**src/rtl/vint_pkg.sv**
```systemverilog
package vint_pkg;
  typedef enum logic [2:0] {
    CFG_OFF,
    CFG_BASE,
    CFG_CASC,
    CFG_MODE,
    CFG_RUN
  } cfg_state_e;
endpackage

```
**src/rtl/vint_prio.sv**
```systemverilog
module vint_prio #(
  parameter int unsigned N = 8,
  localparam int unsigned W = $clog2(N)
) (
  input  logic [N-1:0] vec_i,
  output logic         valid_o,
  output logic [W-1:0] idx_o
);
  // lowest index wins
  always_comb begin
    valid_o = 1'b0;
    idx_o   = '0;
    for (int i = N - 1; i >= 0; i--) begin
      if (vec_i[i]) begin
        valid_o = 1'b1;
        idx_o   = W'(i);
      end
    end
  end
endmodule

```
**src/rtl/vint_req.sv**
```systemverilog
module vint_req #(
  parameter int unsigned NUM_IN = 8
) (
  input  logic              clk_i,
  input  logic              rst_ni,
  input  logic              level_i,
  input  logic              init_i,
  input  logic [NUM_IN-1:0] irq_i,
  input  logic [NUM_IN-1:0] take_i,
  output logic [NUM_IN-1:0] irr_o
);
  for (genvar g = 0; g < NUM_IN; g++) begin : g_line
    logic line_q, edge_q;

    always_ff @(posedge clk_i or negedge rst_ni) begin
      if (!rst_ni) begin
        line_q <= 1'b0;
        edge_q <= 1'b0;
      end else begin
        line_q <= irq_i[g];
        if (init_i || take_i[g]) edge_q <= 1'b0;
        else if (irq_i[g] && !line_q) edge_q <= 1'b1;
      end
    end

    assign irr_o[g] = level_i ? line_q : edge_q;

    assert_edge_hold_R11: assert property (@(posedge clk_i) disable iff (!rst_ni)
      (!level_i && irr_o[g] && !init_i && !take_i[g]) |=> irr_o[g]);

    assert_no_relatch_R11: assert property (@(posedge clk_i) disable iff (!rst_ni)
      (!level_i && !irr_o[g] && line_q && irq_i[g]) |=> !irr_o[g]);
  end
endmodule

```
**src/rtl/vint_cfg.sv**
```systemverilog
module vint_cfg #(
  parameter int unsigned DATA_W = 8,
  parameter int unsigned NUM_IN = 8,
  localparam int unsigned IDX_W  = $clog2(NUM_IN),
  localparam int unsigned BASE_W = DATA_W - IDX_W
) (
  input  logic              clk_i,
  input  logic              rst_ni,
  input  logic              wr_en_i,
  input  logic              a0_i,
  input  logic [DATA_W-1:0] wdata_i,
  output logic              run_o,
  output logic              level_o,
  output logic              aeoi_o,
  output logic [BASE_W-1:0] base_o,
  output logic [NUM_IN-1:0] mask_o,
  output logic              rsel_isr_o,
  output logic              init_o,
  output logic              eoi_o,
  output logic              eoi_spec_o,
  output logic [IDX_W-1:0]  eoi_idx_o
);
  import vint_pkg::*;

  cfg_state_e state_q;
  logic       need_casc_q, need_mode_q;

  logic first_w, cmd_w, data_w;
  assign first_w = wr_en_i && !a0_i && wdata_i[4];
  assign cmd_w   = wr_en_i && !a0_i && !wdata_i[4];
  assign data_w  = wr_en_i && a0_i;

  assign init_o     = first_w;
  assign run_o      = (state_q == CFG_RUN);
  assign eoi_o      = cmd_w && !wdata_i[3] && wdata_i[5] && run_o;
  assign eoi_spec_o = wdata_i[6];
  assign eoi_idx_o  = wdata_i[IDX_W-1:0];

  always_ff @(posedge clk_i or negedge rst_ni) begin
    if (!rst_ni) begin
      state_q     <= CFG_OFF;
      need_casc_q <= 1'b0;
      need_mode_q <= 1'b0;
      level_o     <= 1'b0;
      aeoi_o      <= 1'b0;
      base_o      <= '0;
      mask_o      <= '0;
      rsel_isr_o  <= 1'b0;
    end else if (first_w) begin
      state_q     <= CFG_BASE;
      level_o     <= wdata_i[3];
      need_casc_q <= !wdata_i[1];
      need_mode_q <= wdata_i[0];
      aeoi_o      <= 1'b0;
      mask_o      <= '0;
      rsel_isr_o  <= 1'b0;
    end else if (data_w) begin
      unique case (state_q)
        CFG_BASE: begin
          base_o  <= wdata_i[DATA_W-1:IDX_W];
          state_q <= need_casc_q ? CFG_CASC : (need_mode_q ? CFG_MODE : CFG_RUN);
        end
        CFG_CASC: state_q <= need_mode_q ? CFG_MODE : CFG_RUN;
        CFG_MODE: begin
          aeoi_o  <= wdata_i[1];
          state_q <= CFG_RUN;
        end
        CFG_RUN:  mask_o <= wdata_i[NUM_IN-1:0];
        default:  ;
      endcase
    end else if (cmd_w && wdata_i[3] && wdata_i[1] && run_o) begin
      rsel_isr_o <= wdata_i[0];
    end
  end

  assert_seq_short_R1: assert property (@(posedge clk_i) disable iff (!rst_ni)
    (data_w && !first_w && state_q == CFG_BASE && !need_casc_q && !need_mode_q) |=> run_o);

  assert_seq_casc_R1: assert property (@(posedge clk_i) disable iff (!rst_ni)
    (data_w && !first_w && state_q == CFG_BASE && need_casc_q) |=> (state_q == CFG_CASC));

  assert_setup_word_R2: assert property (@(posedge clk_i) disable iff (!rst_ni)
    first_w |=> (state_q == CFG_BASE && mask_o == '0 && !aeoi_o));
endmodule

```
**src/rtl/vint_ctrl.sv**
```systemverilog
module vint_ctrl #(
  parameter int unsigned DATA_W = 8,
  parameter int unsigned NUM_IN = 8,
  localparam int unsigned IDX_W  = $clog2(NUM_IN),
  localparam int unsigned BASE_W = DATA_W - IDX_W
) (
  input  logic              clk_i,
  input  logic              rst_ni,
  input  logic              cs_i,
  input  logic              wr_i,
  input  logic              rd_i,
  input  logic              a0_i,
  input  logic [DATA_W-1:0] data_i,
  output logic [DATA_W-1:0] data_o,
  input  logic [NUM_IN-1:0] irq_i,
  input  logic              inta_i,
  output logic              int_o
);
  logic              run, level, aeoi, rsel_isr, init, eoi, eoi_spec;
  logic [BASE_W-1:0] base;
  logic [NUM_IN-1:0] mask, irr, take_vec;
  logic [IDX_W-1:0]  eoi_idx;

  vint_cfg #(.DATA_W(DATA_W), .NUM_IN(NUM_IN)) u_cfg (
    .clk_i      (clk_i),
    .rst_ni     (rst_ni),
    .wr_en_i    (cs_i && wr_i),
    .a0_i       (a0_i),
    .wdata_i    (data_i),
    .run_o      (run),
    .level_o    (level),
    .aeoi_o     (aeoi),
    .base_o     (base),
    .mask_o     (mask),
    .rsel_isr_o (rsel_isr),
    .init_o     (init),
    .eoi_o      (eoi),
    .eoi_spec_o (eoi_spec),
    .eoi_idx_o  (eoi_idx)
  );

  vint_req #(.NUM_IN(NUM_IN)) u_req (
    .clk_i   (clk_i),
    .rst_ni  (rst_ni),
    .level_i (level),
    .init_i  (init),
    .irq_i   (irq_i),
    .take_i  (take_vec),
    .irr_o   (irr)
  );

  logic [NUM_IN-1:0] isr_q, isr_n;
  logic              pend_v, isr_v;
  logic [IDX_W-1:0]  pend_idx, isr_idx;

  vint_prio #(.N(NUM_IN)) u_prio_pend (
    .vec_i   (irr & ~mask),
    .valid_o (pend_v),
    .idx_o   (pend_idx)
  );

  vint_prio #(.N(NUM_IN)) u_prio_svc (
    .vec_i   (isr_q),
    .valid_o (isr_v),
    .idx_o   (isr_idx)
  );

  logic             phase_q, spur_q;
  logic [IDX_W-1:0] cur_idx_q;
  logic             grant, ack_first, ack_second;

  // a request only preempts strictly lower-priority service
  assign grant      = run && pend_v && (!isr_v || pend_idx < isr_idx);
  assign int_o      = grant;
  assign ack_first  = inta_i && !phase_q;
  assign ack_second = inta_i && phase_q;

  always_comb begin
    take_vec = '0;
    if (ack_first && grant) take_vec[pend_idx] = 1'b1;
  end

  always_comb begin
    isr_n = isr_q;
    if (ack_first && grant) isr_n[pend_idx] = 1'b1;
    if (ack_second && aeoi && !spur_q) isr_n[cur_idx_q] = 1'b0;
    if (eoi) begin
      if (eoi_spec) isr_n[eoi_idx] = 1'b0;
      else if (isr_v) isr_n[isr_idx] = 1'b0;
    end
  end

  always_ff @(posedge clk_i or negedge rst_ni) begin
    if (!rst_ni) begin
      isr_q     <= '0;
      phase_q   <= 1'b0;
      spur_q    <= 1'b0;
      cur_idx_q <= '0;
    end else if (init) begin
      isr_q   <= '0;
      phase_q <= 1'b0;
    end else begin
      isr_q <= isr_n;
      if (inta_i) phase_q <= !phase_q;
      if (ack_first) begin
        cur_idx_q <= grant ? pend_idx : '1;
        spur_q    <= !grant;
      end
    end
  end

  always_comb begin
    data_o = '0;
    if (ack_second) data_o = {base, cur_idx_q};
    else if (cs_i && rd_i && !inta_i) begin
      if (a0_i) data_o = DATA_W'(mask);
      else if (rsel_isr) data_o = DATA_W'(isr_q);
      else data_o = DATA_W'(irr);
    end
  end

  assert_grant_sets_isr_R6: assert property (@(posedge clk_i) disable iff (!rst_ni)
    (ack_first && grant && !eoi && !init) |=> isr_q[$past(pend_idx)]);

  assert_auto_retire_R8: assert property (@(posedge clk_i) disable iff (!rst_ni)
    (ack_second && aeoi && !spur_q && !init) |=> !isr_q[$past(cur_idx_q)]);

  assert_spurious_R12: assert property (@(posedge clk_i) disable iff (!rst_ni)
    (ack_first && !grant && !eoi && !init) |=> ($stable(isr_q) && cur_idx_q == '1));

  assert_int_unmasked_R4: assert property (@(posedge clk_i) disable iff (!rst_ni)
    int_o |-> (|(irr & ~mask)));

  assert_int_nested_R5: assert property (@(posedge clk_i) disable iff (!rst_ni)
    int_o |-> !isr_q[pend_idx]);
endmodule

```
**config.mk**
```make
export PLATFORM = sky130hd
export DESIGN_NAME = vint_ctrl
export DESIGN_NICKNAME = d
export VERILOG_FILES = /design/src/rtl/vint_pkg.sv /design/src/rtl/vint_prio.sv /design/src/rtl/vint_req.sv /design/src/rtl/vint_cfg.sv /design/src/rtl/vint_ctrl.sv
export SDC_FILE = /design/constraint.sdc
export NUM_CORES = 1
export LEC_CHECK = 0
export BUFFER_PORTS_ARGS = -buffer_cell sky130_fd_sc_hd__buf_2
export CORE_AREA = 2 2 80 82
export CTS_CLUSTER_SIZE = 14
export DETAILED_ROUTE_END_ITERATION = 10
export DIE_AREA = 0 0 82 84
export GPL_TIMING_DRIVEN = 0
export PLACE_DENSITY = 0.73
export SYNTH_ARGS = -nofsm -noshare
export SYNTH_HDL_FRONTEND = slang
export SYNTH_SLANG_ARGS = --single-unit
```
**constraint.sdc**
```tcl
create_clock -name clk_i -period 2.82 [get_ports clk_i]
set_input_delay 0.141 -clock clk_i [delete_from_list [all_inputs] [get_ports clk_i]]
set_output_delay 0.141 -clock clk_i [all_outputs]
set_load 0.01 [all_outputs]
```
==> run summary, run 1 <==
post-route clock period utilization: 1.09
Buf/Inv on CP: 4
Logic pwr share: 0.407
CTS max path bufs: 2
Die Ht: 84 um
Critical Path Slowest Stage Cell: dfrtp_2
clock sink count: 50
cell internal pwr: 1.70 mW
Final Util: 0.579
Yosys cell types: 50
Crit path max-delay family: compound AO/OA/AOI/OAI gates
reg-to-reg critical path startpoint: u_cfg.level_o
# rows: 29
RSZ-0062 raised after global routing: yes
Area growth syn-to-layout: 22.0%
Crit Path Class: flop to primary output
Warnings, synthesis: 0
WL met1: 3.56 mm
largest net degree at the start of global routing: 51
max_slew headroom: 0.255
status: finished, violations left
Worst Setup Start Kind: flop
Final Critical Period: 3.09 ns
Synthesized Nets: 337
core box area: 0.00610 mm2
syn_area_per_cell: 9.28 um2
post-synthesis sequential area ratio: 0.432
Die Area: 0.00689 mm2
global-route wire length before repair: 12.9 mm
worst path cell trace: buf_12 > buf_8 > mux2i_4 > o22ai_4 > nand2b_1 > a211oi_2 > ha_1 > o21a_1 > o22ai_2 > inv_2 > o211a_1 > nor2b_1 > buf_2
CTS root buf: clkbuf_8
failing checks: negative setup slack
Setup-failing EPs final: 20
cell taking the most area after synthesis: dfrtp_1
worst setup margin: -0.268 ns
setup slack, reg-to-reg: -0.26 ns
pwr dens: 775 mW/mm2
top_reg_cell synth: dfrtp_1
ranking of synthesized cells by area: dfrtp_1, mux2i_1, nor2_1, a21oi_1, nand2_1
DP HPWL: 5.86 mm
vias: 2679
P_leak: 1.51 nW
CTS Buf Count: 5
largest family of logic cells by synthesized area: compound AO/OA/AOI/OAI gates
Mapped Cells: 312
Max Freq: 324 MHz
antenna viol nets, final: 0
Starting Density: 0.475
Slew Limit Fails: 0
Largest stage delay, worst path: 0.46 ns
share of cells above drive strength 1: 0.249
mux cell area share after synthesis: 0.0882
final layout net count: 390
antenna diode count: 0
Clock Skew: 0.00829 ns
clock-pin slew on the worst setup and hold paths: 0.10 ns
remaining global-route overflow: 0
hold slack: 0.0302 ns
WP data required: 2.68 ns
Synth Area in XOR/XNOR: 0
Worst setup EP type: primary output
Flop pwr share: 0.394
TritonCTS clock tree: done
htree depth: 2
EDFF count, synth: 0
initial antenna violation count: 0
total power: 2.74 mW
CP arrival: 2.95 ns
fraction of registers with async set/reset: 1.00
VDD IR max: 0.432 mV
gr usage total: 0.248
Switching Fraction: 0.380
type of the worst min-delay path: input pin to async pin
reg2reg path depth: 13
Synth Register Bits: 50
drt via density: 6.05
worst-margin pin slew: 1.12 ns
drt wl/cell: 18.2 um
drt pass-1 iters: 5
Fill cells: 532
DR WL met3: 487 um
Top Ports: 32
Sw Pwr: 1.04 mW
number of DRC markers in iteration 0: 232
uppermost layer routed: met4
Die Wd: 82 um
Compound-Gate Fraction of Synth Area: 0.227
met2 routed WL: 3.82 mm
post-synth top area share: 0.432
DR DRC count: 0
Final Hold Vio Count: 0
GPL Wtd Cong: 0.948
Max FO, Critical Path: 8
Synth Area in Simple Gates: 0.204
Max-cap violations: 0
Post-Synth Adder-Cell Area: 0.00865
clock share of power: 0.200
PortBufs: 30
vias in the first global route: 2479
clock insertion delay at the later pin of the skew report: 0.31 ns
Critical R2R Capture: isr_q[1]
Mapped Area: 0.00289 mm2
drt total wl: 8.04 mm
## cells in the mapped netlist, types with 6 or more instances
library cell / count
a22o_1: 8
clkbuf_1: 8
nand2b_1: 6
o21a_1: 7
a21oi_1: 21
nor2b_1: 6
dfrtp_1: 50
inv_1: 15
o21ai_0: 18
mux2_2: 6
o22ai_1: 6
nor3_1: 16
mux2i_1: 15
nand2_1: 27
nand3_1: 6
nor2_1: 29
## stage by stage
stage	instance area (um2)	worst slack (ns)	TNS (ns)	std cells
after floorplan	2890	0.162	0	312
after global placement	3140	-0.431	-4.90	419
after detailed placement	3140	-0.491	-6.00	419
after CTS	3490	-0.175	-0.236	441
after global routing	3530	-0.381	-4.29	443
final	3530	-0.268	-2.01	443
## power groups by stage
stage	combinational (mW)	sequential [mW]	clock (mW)
after global routing	1.20	1.10	0.593
after global placement	0.923	1.06	0
after detailed placement	0.942	1.07	0
after floorplan	0.719	1.02	0
after CTS	1.04	1.06	0.556
final	1.11	1.08	0.546
## worst max-delay path by stage
stage                        startpoint           end  slack, ns  cells past startpoint
after CTS                 u_cfg.level_o         int_o      -0.18                     13
after detailed placement  u_cfg.level_o      isr_q[1]      -0.49                     11
after global routing      u_cfg.level_o         int_o      -0.38                     12
after global placement    u_cfg.level_o      isr_q[1]      -0.43                     11
after floorplan           u_cfg.level_o  cur_idx_q[1]       0.16                     11
final                     u_cfg.level_o         int_o      -0.27                     13
## layer usage
| metal | vias to the layer above | track usage |
|---|---|---|
| met2 | 112 | 0.380 |
| met5 | - | 0 |
| met4 | 0 | 0.0712 |
| li1 | 1251 | - |
| met1 | 1294 | 0.356 |
| met3 | 22 | 0.0444 |
## final cells by class
cell class	count	area, um2	area share
flip-flops and latches	50	1250	0.355
clock buffers	6	82.6	0.0234
multi-input cells	235	1640	0.464
well taps	77	96.3	0.0273
repair buffers	46	298	0.0844
inverters	16	60.1	0.0170
plain buffers	11	65.1	0.0184
clock inverters	2	38.8	0.0110
## flip-flops by register name, indices dropped and copies added (netlist names)
register,flops
spur_q,1
u_cfg.need_casc_q,1
u_cfg.rsel_isr_o,1
phase_q,1
u_req.g_line.edge_q,8
u_cfg.need_mode_q,1
u_cfg.state_q,3
u_cfg.base_o,5
cur_idx_q,3
u_cfg.mask_o,8
u_cfg.aeoi_o,1
u_req.g_line.line_q,8
u_cfg.level_o,1
isr_q,8
## repair_timing
item / in CTS / in global routing
endpoints found under the hold margin: 8 / 0
setup endpoints to repair: 21 / 20
gates resized for setup: 23 / 5
setup buffers: 6 / 2
hold buffers: 8 / 0
pin swaps: 10 / 6
## kinds of logic after synthesis
family	Yosys count
muxes	23
adders and majority gates	2
AOI/OAI and AO/OA	94
DFF	50
and+or+nand+nor	116
buffers and inverters	27
## placed cells by master (no fill, tap or decap), types with 6 or more instances in the layout
master         count
a21oi_1           20
a22o_1             8
buf_2             30
buf_4              7
clkbuf_1           8
clkbuf_8           6
dfrtp_1           49
dlygate4sd3_1      8
inv_1             15
mux2_2             6
mux2i_1            8
nand2_1           27
nand2b_1           6
nand3_1            6
nor2_1            26
nor2b_1            6
nor3_1            15
o21a_1             7
o21ai_0           18
(Power assumes the default switching activity.)
==> run 2, diff against run 1 <==
Settings changed: CORE_AREA 2 2 80 82 to 2 2 102 104, DIE_AREA 0 0 82 84 to 0 0 104 106, PLACE_DENSITY 0.73 to 0.5, TNS_END_PERCENT set to 10.
==> run 2 against run 1 <==
Net effect:
- the flow still finishes with violations (negative setup slack)
- fmax grew 0.99%
- count of clock-buffer cells in the layout is the same
- global-route usage shrank 8.5 points
- first-iteration DRC count shrank 36%
- register-to-register slack gained 0.09 ns
- largest power group unchanged
- critical path depth shrank 2
- critical path type unchanged
- sequential share of layout area shrank 1.9 points
- clock skew shrank 0.00079 ns
==> run summary, run 2 (synthesized netlist as in run 1, its figures left out) <==
status: finished, violations left
failing checks: negative setup slack
CTS max path bufs: 2
commonest non-fill, non-tap cell in the layout: dfrtp_1
most frequent cells in the layout: dfrtp_1, buf_2, nand2_1
drt pass-1 iters: 5
Die Area: 0.0110 mm2
drt via density: 5.18
core box area: 0.0100 mm2
drt total wl: 8.78 mm
# rows: 37
CP arrival: 2.92 ns
max_slew headroom: 0.236
RSZ-0062 raised after global routing: yes
vias: 2640
share of cells above drive strength 1: 0.281
Fill cells: 1051
remaining global-route overflow: 0
Final Hold Vio Count: 0
number of DRC markers in iteration 0: 148
Max Freq: 327 MHz
WP data required: 2.68 ns
CTS Buf Count: 5
worst-margin pin slew: 1.15 ns
Worst Setup Start Kind: flop
clock sink count: 50
Final Critical Period: 3.06 ns
Die Ht: 106 um
Setup-failing EPs final: 13
final layout net count: 398
CTS root buf: clkbuf_8
global-route wire length before repair: 14.1 mm
worst setup margin: -0.237 ns
pwr dens: 761 mW/mm2
TritonCTS clock tree: done
antenna diode count: 0
largest net degree at the start of global routing: 51
Worst setup EP type: primary output
htree depth: 2
initial antenna violation count: 0
Clock Skew: 0.00750 ns
vias in the first global route: 2531
drt wl/cell: 17.2 um
P_leak: 1.58 nW
Area growth syn-to-layout: 28.8%
gr usage total: 0.163
Max-cap violations: 0
post-route clock period utilization: 1.08
GPL Wtd Cong: 0.878
Die Wd: 104 um
Starting Density: 0.289
clock-pin slew on the worst setup and hold paths: 0.09 ns
DP HPWL: 6.45 mm
clock insertion delay at the later pin of the skew report: 0.31 ns
VDD IR max: 0.247 mV
Slew Limit Fails: 0
DR DRC count: 0
Top Ports: 32
type of the worst min-delay path: input pin to async pin
PortBufs: 30
antenna viol nets, final: 0
Max FO, Critical Path: 4
hold slack: 0.0545 ns
Crit Path Class: flop to primary output
Final Util: 0.373
## run 2: worst max-delay path, stage by stage, from the launching register on
cell	delay [ns]
dfrtp_2	0.45
buf_4	0.15
mux2i_4	0.29
nor2_4	0.09
or3_4	0.41
nor2_4	0.11
ha_4	0.21
a21oi_2	0.20
o211ai_1	0.12
o211a_1	0.26
nor2b_1	0.16
buf_2	0.15
## run 2: layout make-up
cell class / count / area [um2] / share of cell area
Inverter: 16 / 60.1 / 0.0161
Sequential cell: 50 / 1250 / 0.336
Timing Repair Buffer: 54 / 370 / 0.0994
Tap cell: 136 / 170 / 0.0457
Clock buffer: 6 / 72.6 / 0.0195
Clock inverter: 2 / 37.5 / 0.0101
Multi-Input combinational cell: 235 / 1700 / 0.456
Buffer: 11 / 65.1 / 0.0175
## run 2: timing repair
item | in CTS | in global routing
hold endpoints to repair | 8 | 0
setup endpoints to repair | 21 | 20
gates cloned | 1 | 0
resized for setup | 23 | 14
hold buffers | 8 | 0
pin swaps | 10 | 19
buffers inserted | 10 | 6
## run 2: final timing paths
path	slack, ns	endpoint	cells past startpoint	startpoint
worst max-delay path	-0.24	int_o	11	u_cfg.level_o
worst min-delay path	0.05	u_req.g_line[7].line_q	1	rst_ni
worst max register to register	-0.17	isr_q[1]	12	u_cfg.level_o
worst min register to register	0.50	spur_q	1	spur_q
max in group asynchronous	2.00	u_cfg.level_o	1	rst_ni
min in group clk_i	0.07	u_cfg.mask_o[7]	2	data_i[7]
## run 2: power by group
group,internal (mW),switching [mW]
logic,0.613,0.633
registers,0.886,0.193
clock network,0.265,0.246
## run 2: metal layers
layer / vias up / track usage / wire length, um
met5: - / 0 / 0
met4: 0 / 0.0386 / 155
met3: 14 / 0.0343 / 425
met2: 84 / 0.265 / 4050
met1: 1284 / 0.224 / 4150
li1: 1258 / - / -
## run 2: metrics by stage
step / setup WS (ns) / instance area, um2 / power (mW) / cells / TNS [ns]
CTS: -0.164 / 3610 / 2.70 / 505 / -0.348
finish: -0.237 / 3730 / 2.84 / 510 / -1.18
global placement: -0.557 / 3210 / 2.01 / 478 / -6.06
floorplan: 0.162 / 2890 / 1.74 / 312 / 0
detailed placement: -0.545 / 3210 / 2.02 / 478 / -6.11
global route: -0.319 / 3730 / 3.03 / 510 / -2.83
==> run 3, diff against run 2 <==
Settings changed: CORE_AREA 2 2 102 104 to 2 2 142 75, DIE_AREA 0 0 104 106 to 0 0 144 77, PLACE_DENSITY 0.5 to 0.51.
==> run 3 against run 2 <==
Net effect:
- the flow still finishes with violations (negative setup slack)
- combinational power grew 9.6%
- clock skew grew 0.0017 ns
- fmax grew 0.97%
- largest power group unchanged
==> run summary, run 3 (synthesized netlist as in run 1, its figures left out) <==
CTS root buf: clkbuf_16
total power: 3.09 mW
P_leak: 1.58 nW
initial antenna violation count: 0
GPL Wtd Cong: 0.932
Final Critical Period: 3.03 ns
Max FO, Critical Path: 8
worst setup margin: -0.208 ns
number of DRC markers in iteration 0: 300
drt pass-1 iters: 6
VDD IR max: 0.299 mV
htree depth: 2
clock sink count: 50
DR DRC count: 0
Crit Path Class: flop to flop
CTS max path bufs: 2
remaining global-route overflow: 0
most frequent cells in the layout: dfrtp_1, buf_2, nand2_1
final layout net count: 399
Max Freq: 330 MHz
largest net degree at the start of global routing: 51
Starting Density: 0.294
setup slack, reg-to-reg: -0.21 ns
Die Wd: 144 um
Clock Skew: 0.00920 ns
type of the worst min-delay path: input pin to async pin
Max-cap violations: 0
Slew Limit Fails: 0
clock insertion delay at the later pin of the skew report: 0.30 ns
Sw Pwr: 1.20 mW
# rows: 26
clock-pin slew on the worst setup and hold paths: 0.07 ns
Logic pwr share: 0.444
WP data required: 3.05 ns
Final Hold Vio Count: 0
vias in the first global route: 2524
drt total wl: 9.67 mm
CP arrival: 3.26 ns
commonest non-fill, non-tap cell in the layout: dfrtp_1
antenna diode count: 0
clock share of power: 0.202
reg2reg path depth: 14
gr usage total: 0.178
reg-to-reg critical path startpoint: u_cfg.level_o
drt via density: 5.29
vias: 2722
post-route clock period utilization: 1.07
Area growth syn-to-layout: 31.9%
RSZ-0062 raised after global routing: yes
core box area: 0.00986 mm2
worst-margin pin slew: 1.19 ns
Die Area: 0.0111 mm2
antenna viol nets, final: 0
Worst Setup Start Kind: flop
Fill cells: 988
TritonCTS clock tree: done
global-route wire length before repair: 14.5 mm
failing checks: negative setup slack
Setup-failing EPs final: 13
pwr dens: 808 mW/mm2
CTS Buf Count: 5
Top Ports: 32
PortBufs: 30
Critical R2R Capture: isr_q[7]
Switching Fraction: 0.388
Die Ht: 77 um
setup TNS: -1.87 ns
DP HPWL: 6.97 mm
drt wl/cell: 18.8 um
Flop pwr share: 0.354
share of cells above drive strength 1: 0.283
Worst setup EP type: flop
cell internal pwr: 1.89 mW
max_slew headroom: 0.207
status: finished, violations left
[run 3: critical path, stage by stage, from the launching register on]
cell and delay (ns):
dfrtp_2 0.43, buf_12 0.17, buf_8 0.13, mux2i_4 0.19, o22ai_4 0.20, nand2b_4 0.09
a211oi_4 0.30, ha_1 0.28, o21a_1 0.18, o22ai_2 0.15, inv_2 0.07, buf_4 0.14
a211oi_2 0.23, and2_4 0.24, o221a_1 0.18
[run 3: power groups by stage]
stage | Clock [mW] | Combinational [mW] | Sequential (mW)
2_1_floorplan | 0 | 0.719 | 1.02
3_3_place_gp | 0 | 0.968 | 1.07
3_5_place_dp | 0 | 0.975 | 1.07
4_1_cts | 0.643 | 1.20 | 1.08
5_1_grt | 0.673 | 1.47 | 1.11
6_report | 0.623 | 1.37 | 1.09
[run 3: layout make-up]
| cell class | count | area [um2] | area share |
|---|---|---|---|
| multi-input combinational | 235 | 1740 | 0.457 |
| sequential | 50 | 1250 | 0.328 |
| timing repair buffer | 55 | 372 | 0.0974 |
| tap | 140 | 175 | 0.0459 |
| clock buffer | 7 | 143 | 0.0374 |
| buffer | 11 | 65.1 | 0.0170 |
| inverter | 16 | 60.1 | 0.0157 |
| clock inverter | 1 | 5.00 | 0.00131 |
[run 3: timing repair]
action	4_1_cts	5_1_grt
gates resized for setup	33	14
buffers inserted	12	5
hold buffers	8	0
hold endpoints to repair	8	0
endpoints found under the setup margin	21	21
pin swaps	8	11
[run 3: worst max path at each step]
stage	from	end	slack, ns
2_1_floorplan	u_cfg.level_o	cur_idx_q[1]	0.16
5_1_grt	u_cfg.level_o	int_o	-0.30
4_1_cts	u_cfg.level_o	isr_q[1]	-0.17
3_3_place_gp	u_cfg.level_o	isr_q[0]	-0.93
3_5_place_dp	u_cfg.level_o	isr_q[0]	-0.89
6_report	u_cfg.level_o	isr_q[7]	-0.21
[run 3: per-layer routing]
metal  part of all wire  wire length [um]  vias to the layer above  global-route usage
met4              0.011               109                        0              0.0284
li1                   -                 -                     1271                   -
met2               0.36              3440                      111               0.214
met1               0.52              5020                     1322               0.293
met3               0.11              1090                       18              0.0637
met5                  0                 0                        -                   0
[run 3: stage by stage]
| step | instance area (um2) | worst slack, ns | hold slack (ns) | util | cells |
|---|---|---|---|---|---|
| finish | 3820 | -0.208 | 0.0762 | 0.387 | 515 |
| global route | 3820 | -0.305 | 0.0858 | 0.387 | 515 |
| CTS | 3700 | -0.168 | 0.0909 | 0.375 | 510 |
| detailed placement | 3220 | -0.885 | 0.265 | 0.327 | 482 |
| global placement | 3220 | -0.926 | 0.264 | 0.327 | 482 |
| floorplan | 2890 | 0.162 | -0.155 | - | 312 |
